--- src/rtl/rtc_pkg.sv ---
package rtc_pkg;
  localparam int REG_W  = 8;
  localparam int ADR_W  = 3;

  localparam logic [ADR_W-1:0] ADR_CTRL = 3'd0;
  localparam logic [ADR_W-1:0] ADR_STAT = 3'd1;
  localparam logic [ADR_W-1:0] ADR_SEC  = 3'd2;
  localparam logic [ADR_W-1:0] ADR_MIN  = 3'd3;
  localparam logic [ADR_W-1:0] ADR_HOUR = 3'd4;
  localparam logic [ADR_W-1:0] ADR_INTV = 3'd5;
  localparam logic [ADR_W-1:0] ADR_ICNT = 3'd6;

  // control register bit positions
  localparam int CB_DAY   = 0;
  localparam int CB_IEN   = 1;
  localparam int CB_TB_LO = 2;
  localparam int CB_MIE   = 4;
  localparam int CB_AIE   = 5;
  localparam int CTRL_W   = 6;

  typedef enum logic [1:0] {
    TB_FAST = 2'b00,
    TB_SEC  = 2'b01,
    TB_MIN  = 2'b10,
    TB_HOUR = 2'b11
  } timeBase_e;

  typedef struct packed {
    logic             wrSec;
    logic             wrMin;
    logic             wrHour;
    logic [REG_W-1:0] wrVal;
    logic             dayMode;
    logic             intvEn;
    timeBase_e        tbSel;
    logic [REG_W-1:0] intvVal;
  } rtcCmd_t;
endpackage

--- src/rtl/rtc_ctrl.sv ---
module rtc_ctrl
  import rtc_pkg::*;
(
  input  logic             clk,
  input  logic             porRstN,
  input  logic             sysRstN,
  input  logic             wrEn,
  input  logic [ADR_W-1:0] addr,
  input  logic [REG_W-1:0] wrData,
  input  logic             midEvt,
  input  logic             almEvt,
  output rtcCmd_t          cmd,
  output logic [REG_W-1:0] ctrlQ,
  output logic             midFlag,
  output logic             almFlag,
  output logic [REG_W-1:0] intvQ,
  output logic             irq
);
  logic [CTRL_W-1:0] ctrlBits;
  logic              wrOk;
  logic              clrMid;
  logic              clrAlm;

  assign wrOk   = wrEn && sysRstN;
  assign clrMid = wrOk && (addr == ADR_STAT) && wrData[0];
  assign clrAlm = wrOk && (addr == ADR_STAT) && wrData[1];

  always_ff @(posedge clk) begin
    if (!porRstN || !sysRstN) begin
      ctrlBits <= '0;
      intvQ    <= '0;
      midFlag  <= 1'b0;
      almFlag  <= 1'b0;
    end else begin
      if (wrOk && addr == ADR_CTRL) ctrlBits <= wrData[CTRL_W-1:0];
      if (wrOk && addr == ADR_INTV) intvQ    <= wrData;
      midFlag <= midEvt || (midFlag && !clrMid);
      almFlag <= almEvt || (almFlag && !clrAlm);
    end
  end

  assign ctrlQ = {{(REG_W-CTRL_W){1'b0}}, ctrlBits};

  always_comb begin
    cmd.wrSec   = wrOk && (addr == ADR_SEC);
    cmd.wrMin   = wrOk && (addr == ADR_MIN);
    cmd.wrHour  = wrOk && (addr == ADR_HOUR);
    cmd.wrVal   = wrData;
    cmd.dayMode = ctrlBits[CB_DAY];
    cmd.intvEn  = ctrlBits[CB_IEN];
    cmd.tbSel   = timeBase_e'(ctrlBits[CB_TB_LO +: 2]);
    cmd.intvVal = intvQ;
  end

  assign irq = (midFlag && ctrlBits[CB_MIE]) || (almFlag && ctrlBits[CB_AIE]);
endmodule

--- src/rtl/rtc_dp.sv ---
module rtc_dp
  import rtc_pkg::*;
#(
  parameter int SEC_LAST  = 59,
  parameter int MIN_LAST  = 59,
  parameter int DAY_LAST  = 23
) (
  input  logic             clk,
  input  logic             porRstN,
  input  logic             sysRstN,
  input  logic             tickSec,
  input  logic             tick128,
  input  rtcCmd_t          cmd,
  output logic [REG_W-1:0] secQ,
  output logic [REG_W-1:0] minQ,
  output logic [REG_W-1:0] hourQ,
  output logic [REG_W-1:0] icntQ,
  output logic             midEvt,
  output logic             almEvt
);
  localparam logic [REG_W-1:0] SEC_END  = REG_W'(SEC_LAST);
  localparam logic [REG_W-1:0] MIN_END  = REG_W'(MIN_LAST);
  localparam logic [REG_W-1:0] DAY_END  = REG_W'(DAY_LAST);
  localparam logic [REG_W-1:0] FREE_END = {REG_W{1'b1}};

  logic secEnd, minEnd, hourEnd;
  logic minStep, hourStep;
  logic tbEvt;
  logic [REG_W-1:0] icntNext;

  assign secEnd   = secQ >= SEC_END;
  assign minEnd   = minQ >= MIN_END;
  assign hourEnd  = cmd.dayMode ? (hourQ >= DAY_END) : (hourQ == FREE_END);
  assign minStep  = tickSec && secEnd;
  assign hourStep = minStep && minEnd;
  assign midEvt   = hourStep && hourEnd && !cmd.wrHour;

  // time of day: only power-on reset clears it
  always_ff @(posedge clk) begin
    if (!porRstN) begin
      secQ  <= '0;
      minQ  <= '0;
      hourQ <= '0;
    end else begin
      if (cmd.wrSec)      secQ  <= cmd.wrVal;
      else if (tickSec)   secQ  <= secEnd ? '0 : secQ + 1'b1;
      if (cmd.wrMin)      minQ  <= cmd.wrVal;
      else if (minStep)   minQ  <= minEnd ? '0 : minQ + 1'b1;
      if (cmd.wrHour)     hourQ <= cmd.wrVal;
      else if (hourStep)  hourQ <= hourEnd ? '0 : hourQ + 1'b1;
    end
  end

  always_comb begin
    unique case (cmd.tbSel)
      TB_FAST: tbEvt = tick128;
      TB_SEC:  tbEvt = tickSec;
      TB_MIN:  tbEvt = minStep;
      TB_HOUR: tbEvt = hourStep;
      default: tbEvt = 1'b0;
    endcase
  end

  assign icntNext = icntQ + 1'b1;
  assign almEvt   = cmd.intvEn && tbEvt && (icntNext == cmd.intvVal);

  always_ff @(posedge clk) begin
    if (!porRstN || !sysRstN)  icntQ <= '0;
    else if (!cmd.intvEn)      icntQ <= '0;
    else if (tbEvt)            icntQ <= almEvt ? '0 : icntNext;
  end
endmodule

--- src/rtl/rtc_core.sv ---
module rtc_core
  import rtc_pkg::*;
#(
  parameter int SEC_LAST = 59,
  parameter int MIN_LAST = 59,
  parameter int DAY_LAST = 23
) (
  input  logic             clk,
  input  logic             porRstN,
  input  logic             sysRstN,
  input  logic             tickSec,
  input  logic             tick128,
  input  logic             wrEn,
  input  logic [ADR_W-1:0] addr,
  input  logic [REG_W-1:0] wrData,
  output logic [REG_W-1:0] rdData,
  output logic             irq
);
  rtcCmd_t          cmd;
  logic [REG_W-1:0] ctrlQ, intvQ, secQ, minQ, hourQ, icntQ;
  logic             midFlag, almFlag, midEvt, almEvt;

  rtc_ctrl u_ctrl (
    .clk(clk), .porRstN(porRstN), .sysRstN(sysRstN),
    .wrEn(wrEn), .addr(addr), .wrData(wrData),
    .midEvt(midEvt), .almEvt(almEvt),
    .cmd(cmd), .ctrlQ(ctrlQ), .midFlag(midFlag), .almFlag(almFlag),
    .intvQ(intvQ), .irq(irq)
  );

  rtc_dp #(.SEC_LAST(SEC_LAST), .MIN_LAST(MIN_LAST), .DAY_LAST(DAY_LAST)) u_dp (
    .clk(clk), .porRstN(porRstN), .sysRstN(sysRstN),
    .tickSec(tickSec), .tick128(tick128), .cmd(cmd),
    .secQ(secQ), .minQ(minQ), .hourQ(hourQ), .icntQ(icntQ),
    .midEvt(midEvt), .almEvt(almEvt)
  );

  always_comb begin
    unique case (addr)
      ADR_CTRL: rdData = ctrlQ;
      ADR_STAT: rdData = {{(REG_W-2){1'b0}}, almFlag, midFlag};
      ADR_SEC:  rdData = secQ;
      ADR_MIN:  rdData = minQ;
      ADR_HOUR: rdData = hourQ;
      ADR_INTV: rdData = intvQ;
      ADR_ICNT: rdData = icntQ;
      default:  rdData = '0;
    endcase
  end
endmodule

--- config.mk ---
export PLATFORM = sky130hd
export DESIGN_NAME = rtc_core
export DESIGN_NICKNAME = d
export VERILOG_FILES = /design/src/rtl/rtc_pkg.sv /design/src/rtl/rtc_ctrl.sv /design/src/rtl/rtc_dp.sv /design/src/rtl/rtc_core.sv
export SDC_FILE = /design/constraint.sdc
export NUM_CORES = 1
export LEC_CHECK = 0
export ABC_CLOCK_PERIOD_IN_PS = 6400
export BUFFER_PORTS_ARGS = -buffer_cell sky130_fd_sc_hd__buf_2
export CAP_MARGIN = 40
export CELL_PAD_IN_SITES_DETAIL_PLACEMENT = 0
export CELL_PAD_IN_SITES_GLOBAL_PLACEMENT = 2
export CORE_MARGIN = 3
export CORE_UTILIZATION = 40
export CTS_BUF_LIST = sky130_fd_sc_hd__clkbuf_4 sky130_fd_sc_hd__clkbuf_8 sky130_fd_sc_hd__clkbuf_16
export DETAILED_ROUTE_END_ITERATION = 8
export PLACE_DENSITY = 0.87
export SYNTH_ARGS = -nofsm -noshare
export SYNTH_HDL_FRONTEND = slang
export SYNTH_HIERARCHICAL = 1
export SYNTH_SLANG_ARGS = --single-unit
--- constraint.sdc ---
create_clock -name clk -period 6.4 [get_ports clk]
set_clock_uncertainty 0.05 [all_clocks]
set_input_delay 1.28 -clock clk [delete_from_list [all_inputs] [get_ports clk]]
set_output_delay 1.28 -clock clk [all_outputs]
set_load 0.05 [all_outputs]
Word level (Yosys, flattened, before mapping):

Index checks and enable logic that the tools add are counted.

* word-level logic and storage cells: 74
* bits of input ports: 17
* output and inout port bits: 9
* flip-flop bits (word level): 48

* reduce and logical (&&, ||, !) cells: 34
* bitwise operators: 1
* order comparisons: 3
* mux-type cells: 13
* eq/ne operators: 11
* add/subtract/negate cells: 4

Operators by type and width (count)
* 8-bit two-way mux: 10
* 8-bit case mux with 7 select lines: 1
* 8-bit by 1-bit adder with 8-bit output (second input constant): 4
* 1-bit logical AND: 19
* 8-bit by 6-bit greater-or-equal comparator with 1-bit output (second input constant): 2
* 3-bit equality test (second input constant): 3
* 8-bit equality test: 1
* 8-bit equality test (second input constant): 1
* 8-bit by 5-bit greater-or-equal comparator with 1-bit output (second input constant): 1
* 3-bit by 2-bit equality test with 1-bit output (second input constant): 2
* 2-bit nonzero test: 3
* 1-bit zero test: 5
* 2-bit equality test (second input constant): 2
* 1-bit logical OR: 4
* 1-bit case mux with 4 select lines: 1
* 3-bit by 1-bit equality test with 1-bit output (second input constant): 1
* 3-bit zero test: 1
* 2-bit by 1-bit equality test with 1-bit output (second input constant): 1
* 2-bit zero test: 1
* 2-bit OR reduction: 1
* 1-bit two-way mux: 1
* 1-bit inverter: 1

Depth between registers and ports, before layout:

Gate-level depths: netlist of run 1.

* depth in word-level cells: 7
* depth in mapped cells: 9
* mapped depth without buffers: 8

Cells and area by module:

Netlist of run 1, hierarchy kept.

Modules (own cells, without submodules)
* rtc_dp: times used 1, area an instance 2148.3 µm², cells an instance 257, seq. area each 640.6 µm²
* rtc_ctrl: times used 1, area an instance 847.1 µm², cells an instance 97, seq. area each 320.3 µm²
* rtc_core: times used 1, area an instance 515.5 µm², cells an instance 62, seq. area each 0.0 µm²

Least setup slack after synthesis of run 1:

Ideal clock, no wire load.

* kind: input to output
* start point: input port addr[2]
* end point: output port rdData[2]
* arrival time: 2.824 ns
* buffers on the path: 1
* stages on the path: 4
* data required time: 5.070 ns
* slack: 2.246 ns
* path through: buf_2 -> nor2b_2 -> a22oi_1 -> o21ai_0

* longest elaborated chain between the ends: 2
* elaborated cells on any way between the ends: 8
* those cells by class: eq/ne (6); mux (1); reduce/logical (1)

Ends and longest elaborated chain
* start: declaration: RTL line rtc_core.sv:14 `input logic [ADR_W-1:0] addr,`
* 3-bit equality test (tied with other cells): RTL line rtc_core.sv:39 `unique case (addr)`
* 8-bit case mux with 7 select lines (*): RTL line rtc_core.sv:39
* end: declaration: RTL line rtc_core.sv:16 `output logic [REG_W-1:0] rdData,`

Mark *: on every way between the ends. The rest lies on a longest branch, timed or not.

Final worst setup path of run 1:

* start point: input port addr[1]
* end point: output port rdData[2]

Same word-level chain as after synthesis.

==> results of run 1 <==
## registers in the layout, summed over array words and instances, names as in the netlist
| register | count |
|---|---|
| u_ctrl/intvQ | 8 |
| u_dp/hourQ | 8 |
| u_dp/icntQ | 8 |
| u_dp/minQ | 8 |
| u_dp/secQ | 8 |
| u_ctrl/ctrlBits | 6 |
| u_ctrl/almFlag | 1 |
| u_ctrl/midFlag | 1 |
## cells in the mapped netlist, types with 3 or more instances
cell type,n
dfxtp_1,48
nand2_1,47
mux2i_1,26
buf_4,23
o21ai_0,22
nand3_1,20
nor2_1,16
a21oi_1,14
nor2b_1,12
and2_1,10
clkbuf_1,10
nor3_1,9
a21boi_0,8
a22oi_1,7
buf_2,7
inv_1,7
nand4_1,6
nor3b_1,6
xor2_1,6
a31oi_1,5
or2_2,5
buf_6,4
ha_1,4
nand3b_1,4
nor4b_1,4
o211a_1,4
o21a_1,4
o311ai_2,4
a211o_1,3
a221oi_2,3
and3_1,3
xnor2_1,3
## layer usage
layer  up-vias  routed length, um  track usage
met5         -                  0            0
met4         0                 80       0.0431
met3         6                554       0.0238
met2        93               4090        0.286
met1      1435               4810        0.303
li1       1490                  -            -
## layout make-up
type | count | area share
Clock buffer | 6 | 0.0212
Sequential cell | 48 | 0.267
Inverter | 7 | 0.00729
Multi-Input combinational cell | 316 | 0.616
Timing Repair Buffer | 29 | 0.0431
Tap cell | 105 | 0.0365
Clock inverter | 2 | 0.00972
## cells by family after synthesis
| family | after synthesis | synth area share |
|---|---|---|
| AO/OA/AOI/OAI | 107 | 0.244 |
| XOR/XNOR | 9 | 0.0225 |
| adder cells (fa/ha/maj) | 4 | 0.0143 |
| buffers and inverters | 53 | 0.0955 |
| flip-flops | 48 | 0.274 |
| multiplexers | 29 | 0.0891 |
| other | 1 | 0.00107 |
| AND/OR/NAND/NOR | 165 | 0.260 |
## critical path: stages
cell and delay [ns]:
buf_2 0.37, nor2b_1 0.56, a22oi_1 0.17, o21ai_0 0.21, buf_2 0.30
## layout by cell type (no fill, tap or decap), types with 5 or more instances in the layout
| master | n |
|---|---|
| nor2b_1 | 12 |
| clkbuf_8 | 5 |
| a31oi_1 | 5 |
| nor3b_1 | 6 |
| nand3_1 | 20 |
| and2_1 | 10 |
| a21boi_0 | 8 |
| a22oi_1 | 7 |
| nand2_1 | 47 |
| or2_2 | 5 |
| nor2_1 | 16 |
| o21ai_0 | 22 |
| nand4_1 | 6 |
| xor2_1 | 6 |
| a21oi_1 | 14 |
| dfxtp_1 | 48 |
| inv_1 | 7 |
| nor3_1 | 9 |
| mux2i_1 | 26 |
| buf_2 | 25 |
## metrics by stage
stage / std cells / hold slack (ns) / area [sq um] / power (mW)
2_1_floorplan: 417 / 0.396 / 3510 / 0.387
3_3_place_gp: 503 / 0.428 / 3480 / 0.405
3_5_place_dp: 505 / 0.438 / 3490 / 0.406
4_1_cts: 513 / 0.452 / 3600 / 0.637
5_1_grt: 513 / 0.470 / 3600 / 0.654
6_report: 513 / 0.451 / 3600 / 0.629
## worst min-delay path by stage
stage / from / end / slack [ns] / cells after the start
2_1_floorplan: u_ctrl/ctrlBits[5] / u_ctrl/ctrlBits[5] / 0.40 / 2
3_3_place_gp: u_ctrl/ctrlBits[5] / u_ctrl/ctrlBits[5] / 0.43 / 2
3_5_place_dp: u_ctrl/ctrlBits[4] / u_ctrl/ctrlBits[4] / 0.44 / 2
4_1_cts: u_ctrl/ctrlBits[4] / u_ctrl/ctrlBits[4] / 0.45 / 2
5_1_grt: u_ctrl/intvQ[6] / u_ctrl/intvQ[6] / 0.47 / 2
6_report: u_ctrl/intvQ[7] / u_ctrl/intvQ[7] / 0.45 / 2
## power by group through the flow
stage	combinational, mW	sequential (mW)	clock (mW)
global route	0.0881	0.321	0.246
detailed placement	0.0802	0.326	0
CTS	0.0805	0.319	0.237
floorplan	0.0667	0.321	0
global placement	0.0790	0.326	0
finish	0.0809	0.320	0.228
==> run summary, run 1 <==
status = completed
worst slew pin tran = 0.776 ns
pwr dens = 174 nW/um^2
FF-to-FF End = u_ctrl/almFlag
max-slew violation count = 0
Crit Path Class = in2out
Hold Buf Count CTS = 0
crit path capture type = output port
clock sink total = 48
post-synth top area cell = dfxtp_1
layout cell share with drive strength beyond 1 = 0.164
synth unique cells = 82
clock buffer depth = 2
Diodes inserted = 0
CTS tree = yes
CTS Buf Count = 5
final net count = 428
first-pass GRT wire length = 15,600 um
Period Utilization, post-route = 0.662
Reg area = 961 sq um
post-cts sizing count = 0
# IOs = 26
total grt overflow = 0
Finished Core Util = 0.430
# port buffers = 25
Root Driver = clkbuf_8
initial antenna violation count = 0
reg-to-reg critical path startpoint = u_dp/icntQ[0]
top cells by area, synth = dfxtp_1 27%, mux2i_1 7.4%, nand2_1 5.0%
end of the critical path = rdData[2]
Area Growth Syn to Fin = 2.64%
Iteration-0 DRC Markers = 207
post-synthesis sequential area ratio = 0.274
clock slew at the register clock pins of the worst setup and hold paths = 0.09 ns
clock share of power = 0.363
Arr. time, crit path = 2.91 ns
Via density = 5.89
number of global-route vias before repair = 2,777
Psw = 173 uW
sw frac = 0.274
worst min-delay path class = reg2reg
total setup buffers inserted after CTS = 0
Leak = 1.35 nW
H-tree Lvls = 2
post-DP HPWL = 7240 um
Reg power frac = 0.509
unrepaired setup endpoints after global routing = false
Synth Instances = 416
Die ar. = 9940 sq um
Fmax = 236 MHz
Main synth FF type = dfxtp_1
GRT Total Usage = 0.196
largest net degree at the start of global routing = 30
Multi-input gate area = 2220 sq um
Register-to-Register Path Depth = 8
Yosys reg bits = 48
top-area cell type share of the netlist area = 0.274
Die W = 99.7 um
DRC viols = 0
Mean Syn Cell Area = 8.44 sq um
Initial Utilization = 0.419
DIE HEIGHT = 99.7 um
startpoint types = input port
Crit. Startpoint = addr[1]
DR vias = 3,024
final wirelength = 9530 um
Routed wire per std cell = 18.6 um
worst-path fanout max = 24
crit path time final = 4.24 ns
number of synthesized flops with an enable pin = 0
RePlAce Congestion = 0.840
fillers = 865
Detail Route Antenna Nets = 0
Pre-antenna DRT Iters = 4
peak supply drop = 0.0826 mV
endpoints failing hold = 0
worst skew pair latency = 0.30 ns
# setup viols final = 0
WP data required = 5.07 ns
setup TNS = 0 ns
row count = 33
Post-Synthesis Cell Area = 3510 sq um
YS warnings = 6
Max Cap Viol = 0
fraction of registers with async set/reset = 0
Slew HR = 0.483
setup ws final = 2.16 ns
power share of the combinational group = 0.129
cell internal pwr = 456 uW
core area = 8380 sq um
Place WS = 2.20 ns
flop-to-flop setup slack = 3.93 ns
Power figures use the tool's default switching activity.
==> run 2, diff against run 1 <==
--- a/config.mk
+++ b/config.mk
@@ -5,16 +5,17 @@
 export SDC_FILE = /design/constraint.sdc
 export NUM_CORES = 1
 export LEC_CHECK = 0
-export ABC_CLOCK_PERIOD_IN_PS = 6400
+export ABC_AREA = 1
+export ABC_CLOCK_PERIOD_IN_PS = 4350
 export BUFFER_PORTS_ARGS = -buffer_cell sky130_fd_sc_hd__buf_2
 export CAP_MARGIN = 40
 export CELL_PAD_IN_SITES_DETAIL_PLACEMENT = 0
 export CELL_PAD_IN_SITES_GLOBAL_PLACEMENT = 2
 export CORE_MARGIN = 3
-export CORE_UTILIZATION = 40
+export CORE_UTILIZATION = 33
 export CTS_BUF_LIST = sky130_fd_sc_hd__clkbuf_4 sky130_fd_sc_hd__clkbuf_8 sky130_fd_sc_hd__clkbuf_16
 export DETAILED_ROUTE_END_ITERATION = 8
-export PLACE_DENSITY = 0.87
+export PLACE_DENSITY = 0.81
 export SYNTH_ARGS = -nofsm -noshare
 export SYNTH_HDL_FRONTEND = slang
 export SYNTH_HIERARCHICAL = 1
==> constraint.sdc (replaced) <==
create_clock -name clk -period 4.35 [get_ports clk]
set_clock_uncertainty 0.05 [all_clocks]
set_input_delay 0.87 -clock clk [delete_from_list [all_inputs] [get_ports clk]]
set_output_delay 0.87 -clock clk [all_outputs]
set_load 0.05 [all_outputs]
==> run 2 against run 1 <==
Clock power grew 61%. Sequential power grew 41%. Worst setup slack lost 0.93 ns. Total power grew 46%. Non-clock buffer count is the same. Die area grew 22%. Sequential share of layout area shrank 0.78 points. Global-route usage shrank 1.1 points. Flip-flop and latch count is the same. Critical path type unchanged. Critical endpoint is now rdData[3]. Largest cell class unchanged. Largest power group unchanged.
==> run summary, run 2 <==
most frequent cells in the layout = 116 x nand2_1, 79 x nor2_1, 58 x inv_1 (was 48 x dfxtp_1, 47 x nand2_1, 26 x mux2i_1)
unrepaired setup endpoints after global routing = false (unchanged)
total setup buffers inserted after CTS = 0 (unchanged)
CTS Buf Count = 5 (unchanged)
cell with the most instances after synthesis = nand2_1 (was dfxtp_1)
Arr. time, crit path = 2.20 ns (was 2.91 ns)
layout cell share with drive strength beyond 1 = 0.142 (was 0.164)
total power = 916 uW (was 629 uW)
Die W = 110 um (was 99.7 um)
total grt overflow = 0 (unchanged)
startpoint types = input port (unchanged)
clock sink total = 48 (unchanged)
status = completed (unchanged)
worst min-delay path class = reg2reg (unchanged)
setup TNS = 0 ns (unchanged)
final hold slack = 0.434 ns (was 0.451 ns)
Iteration-0 DRC Markers = 269 (was 207)
top-area cell type share of the netlist area = 0.270 (was 0.274)
DRC viols = 0 (unchanged)
endpoints failing hold = 0 (unchanged)
Routed wire per std cell = 15.5 um (was 18.6 um)
RePlAce Congestion = 0.829 (was 0.840)
post-cts sizing count = 0 (unchanged)
initial antenna violation count = 0 (unchanged)
synth unique cells = 43 (was 82)
Fmax = 321 MHz
synth cell count leaders = 116 x nand2_1, 79 x nor2_1, 58 x inv_1, 48 x dfxtp_1, 35 x o21ai_0 (was 48 x dfxtp_1, 47 x nand2_1, 26 x mux2i_1, 23 x buf_4, 22 x o21ai_0)
DIE HEIGHT = 110 um (was 99.7 um)
Slew HR = 0.433 (was 0.483)
first-pass GRT wire length = 17,000 um (was 15,600 um)
Pre-antenna DRT Iters = 5 (was 4)
leading cell type in the layout, fill and taps excluded = nand2_1 (was dfxtp_1)
# port buffers = 25 (unchanged)
Mean Syn Cell Area = 6.46 sq um (was 8.44 sq um)
Leak = 1.50 nW (was 1.35 nW)
WP data required = 3.43 ns (was 5.07 ns)
crit path capture type = output port (unchanged)
Synth Instances = 552 (was 416)
worst-path fanout max = 22 (was 24)
Multi-input gate area = 2030 sq um (was 2220 sq um)
Period Utilization, post-route = 0.716
GRT Total Usage = 0.185 (was 0.196)
Diodes inserted = 0 (unchanged)
Area after DPL = 3590 sq um (was 3490 sq um)
largest net degree at the start of global routing = 25 (was 30)
post-DP HPWL = 8160 um (was 7240 um)
clock buffer depth = 2 (unchanged)
Hold Buf Count CTS = 0 (unchanged)
Reg area = 961 sq um (unchanged)
Yosys reg bits = 48 (unchanged)
pwr dens = 247 nW/um^2 (was 174 nW/um^2)
peak supply drop = 0.111 mV (was 0.0826 mV)
Via density = 5.00 (was 5.89)
Design Area, Final = 3710 sq um (was 3600 sq um)
Initial Utilization = 0.342 (was 0.419)
YS warnings = 6 (unchanged)
Crit Path Class = in2out (unchanged)
Die ar. = 12,100 sq um (was 9940 sq um)
fillers = 1,174 (was 865)
number of synthesized flops with an enable pin = 0 (unchanged)
core area = 10,400 sq um (was 8380 sq um)
top cells by area, synth = dfxtp_1 27%, nand2_1 12%, nor2_1 8.3% (was dfxtp_1 27%, mux2i_1 7.4%, nand2_1 5.0%)
final wirelength = 10,600 um (was 9530 um)
# IOs = 26 (unchanged)
Root Driver = clkbuf_8 (unchanged)
number of global-route vias before repair = 3,122 (was 2,777)
CTS tree = yes (unchanged)
post-synthesis sequential area ratio = 0.270 (was 0.274)
Finished Core Util = 0.356 (was 0.430)
row count = 37 (was 33)
worst skew pair latency = 0.31 ns (was 0.30 ns)
# setup viols final = 0 (unchanged)
Main synth FF type = dfxtp_1 (unchanged)
fraction of registers with async set/reset = 0 (unchanged)
max-slew violation count = 0 (unchanged)
worst slew pin tran = 0.850 ns (was 0.776 ns)
clock slew at the register clock pins of the worst setup and hold paths = 0.10 ns (was 0.09 ns)
Detail Route Antenna Nets = 0 (unchanged)
final net count = 570 (was 428)
DR vias = 3,429 (was 3,024)
H-tree Lvls = 2 (unchanged)
Post-Synthesis Cell Area = 3560 sq um (was 3510 sq um)
crit path time final = 3.12 ns
Area Growth Syn to Fin = 4.14% (was 2.64%)
Max Cap Viol = 0 (unchanged)
post-synth top area cell = dfxtp_1 (unchanged)
==> run 2: cell types whose count changed after synthesis, sizes merged, moves of 13 or more <==
cell,delta
nand2,+78
nor2,+71
inv,+60
nand4,+28
mux2i,-25
nand3,+18
o21ai,+15
nor2b,-13
==> run 2: path summary, 6_finish.rpt <==
kind | start | to | slack [ns] | cells after the start
setup / recovery | addr[0] | rdData[3] | 1.23 | 7
hold / removal | u_dp/secQ[7] | u_dp/secQ[7] | 0.43 | 2
setup reg to reg | u_dp/icntQ[0] | u_ctrl/almFlag | 2.33 | 11
hold reg to reg | u_dp/secQ[7] | u_dp/secQ[7] | 0.43 | 2
==> run 2: critical path: stages <==
cell     delay (ns)
buf_2          0.39
inv_2          0.23
nand4_1        0.13
nand2_1        0.06
nor2_1         0.22
nand2_1        0.08
buf_2          0.22
==> run 2: power by group <==
| group | total [mW] | internal, mW | switching, mW |
|---|---|---|---|
| Clock | 0.366 | 0.203 | 0.162 |
| Sequential | 0.452 | 0.445 | 0.00782 |
| Combinational | 0.0984 | 0.0249 | 0.0735 |
| Total | 0.916 | 0.673 | 0.244 |
==> run 2: through the flow <==
step / worst slack, ns / cells
5_1_grt: 1.15 / 686
4_1_cts: 1.27 / 686
2_1_floorplan: 1.65 / 553
3_3_place_gp: 1.27 / 678
3_5_place_dp: 1.27 / 678
6_report: 1.23 / 686
==> run 2: cell families (layout without fill, tap and decap cells) <==
kind of cell | Yosys count | after routing | synth area share
adder cells (fa/ha/maj) | 4 | 4 | 0.0140
buffers and inverters | 109 | 106 | 0.161
XOR/XNOR | 6 | 6 | 0.0147
other | 1 | 2 | 0.00105
flip-flops | 48 | 48 | 0.270
AND/OR/NAND/NOR | 310 | 310 | 0.424
multiplexers | 1 | 1 | 0.00386
AO/OA/AOI/OAI | 73 | 73 | 0.111
==> run 2: metal layers <==
| metal | wire length (um) | vias up | GRT usage |
|---|---|---|---|
| met3 | 471 | 8 | 0.0270 |
| li1 | - | 1788 | - |
| met1 | 5400 | 1566 | 0.277 |
| met4 | 107 | 0 | 0.0454 |
| met5 | 0 | - | 0 |
| met2 | 4630 | 67 | 0.276 |
==> run 2: layout make-up <==
class	instances	area share
clock buffers	7	0.0260
flip-flops and latches	48	0.259
clock inverters	1	0.00809
inverters	69	0.0721
well taps	136	0.0458
multi-input cells	396	0.547
repair buffers	29	0.0418
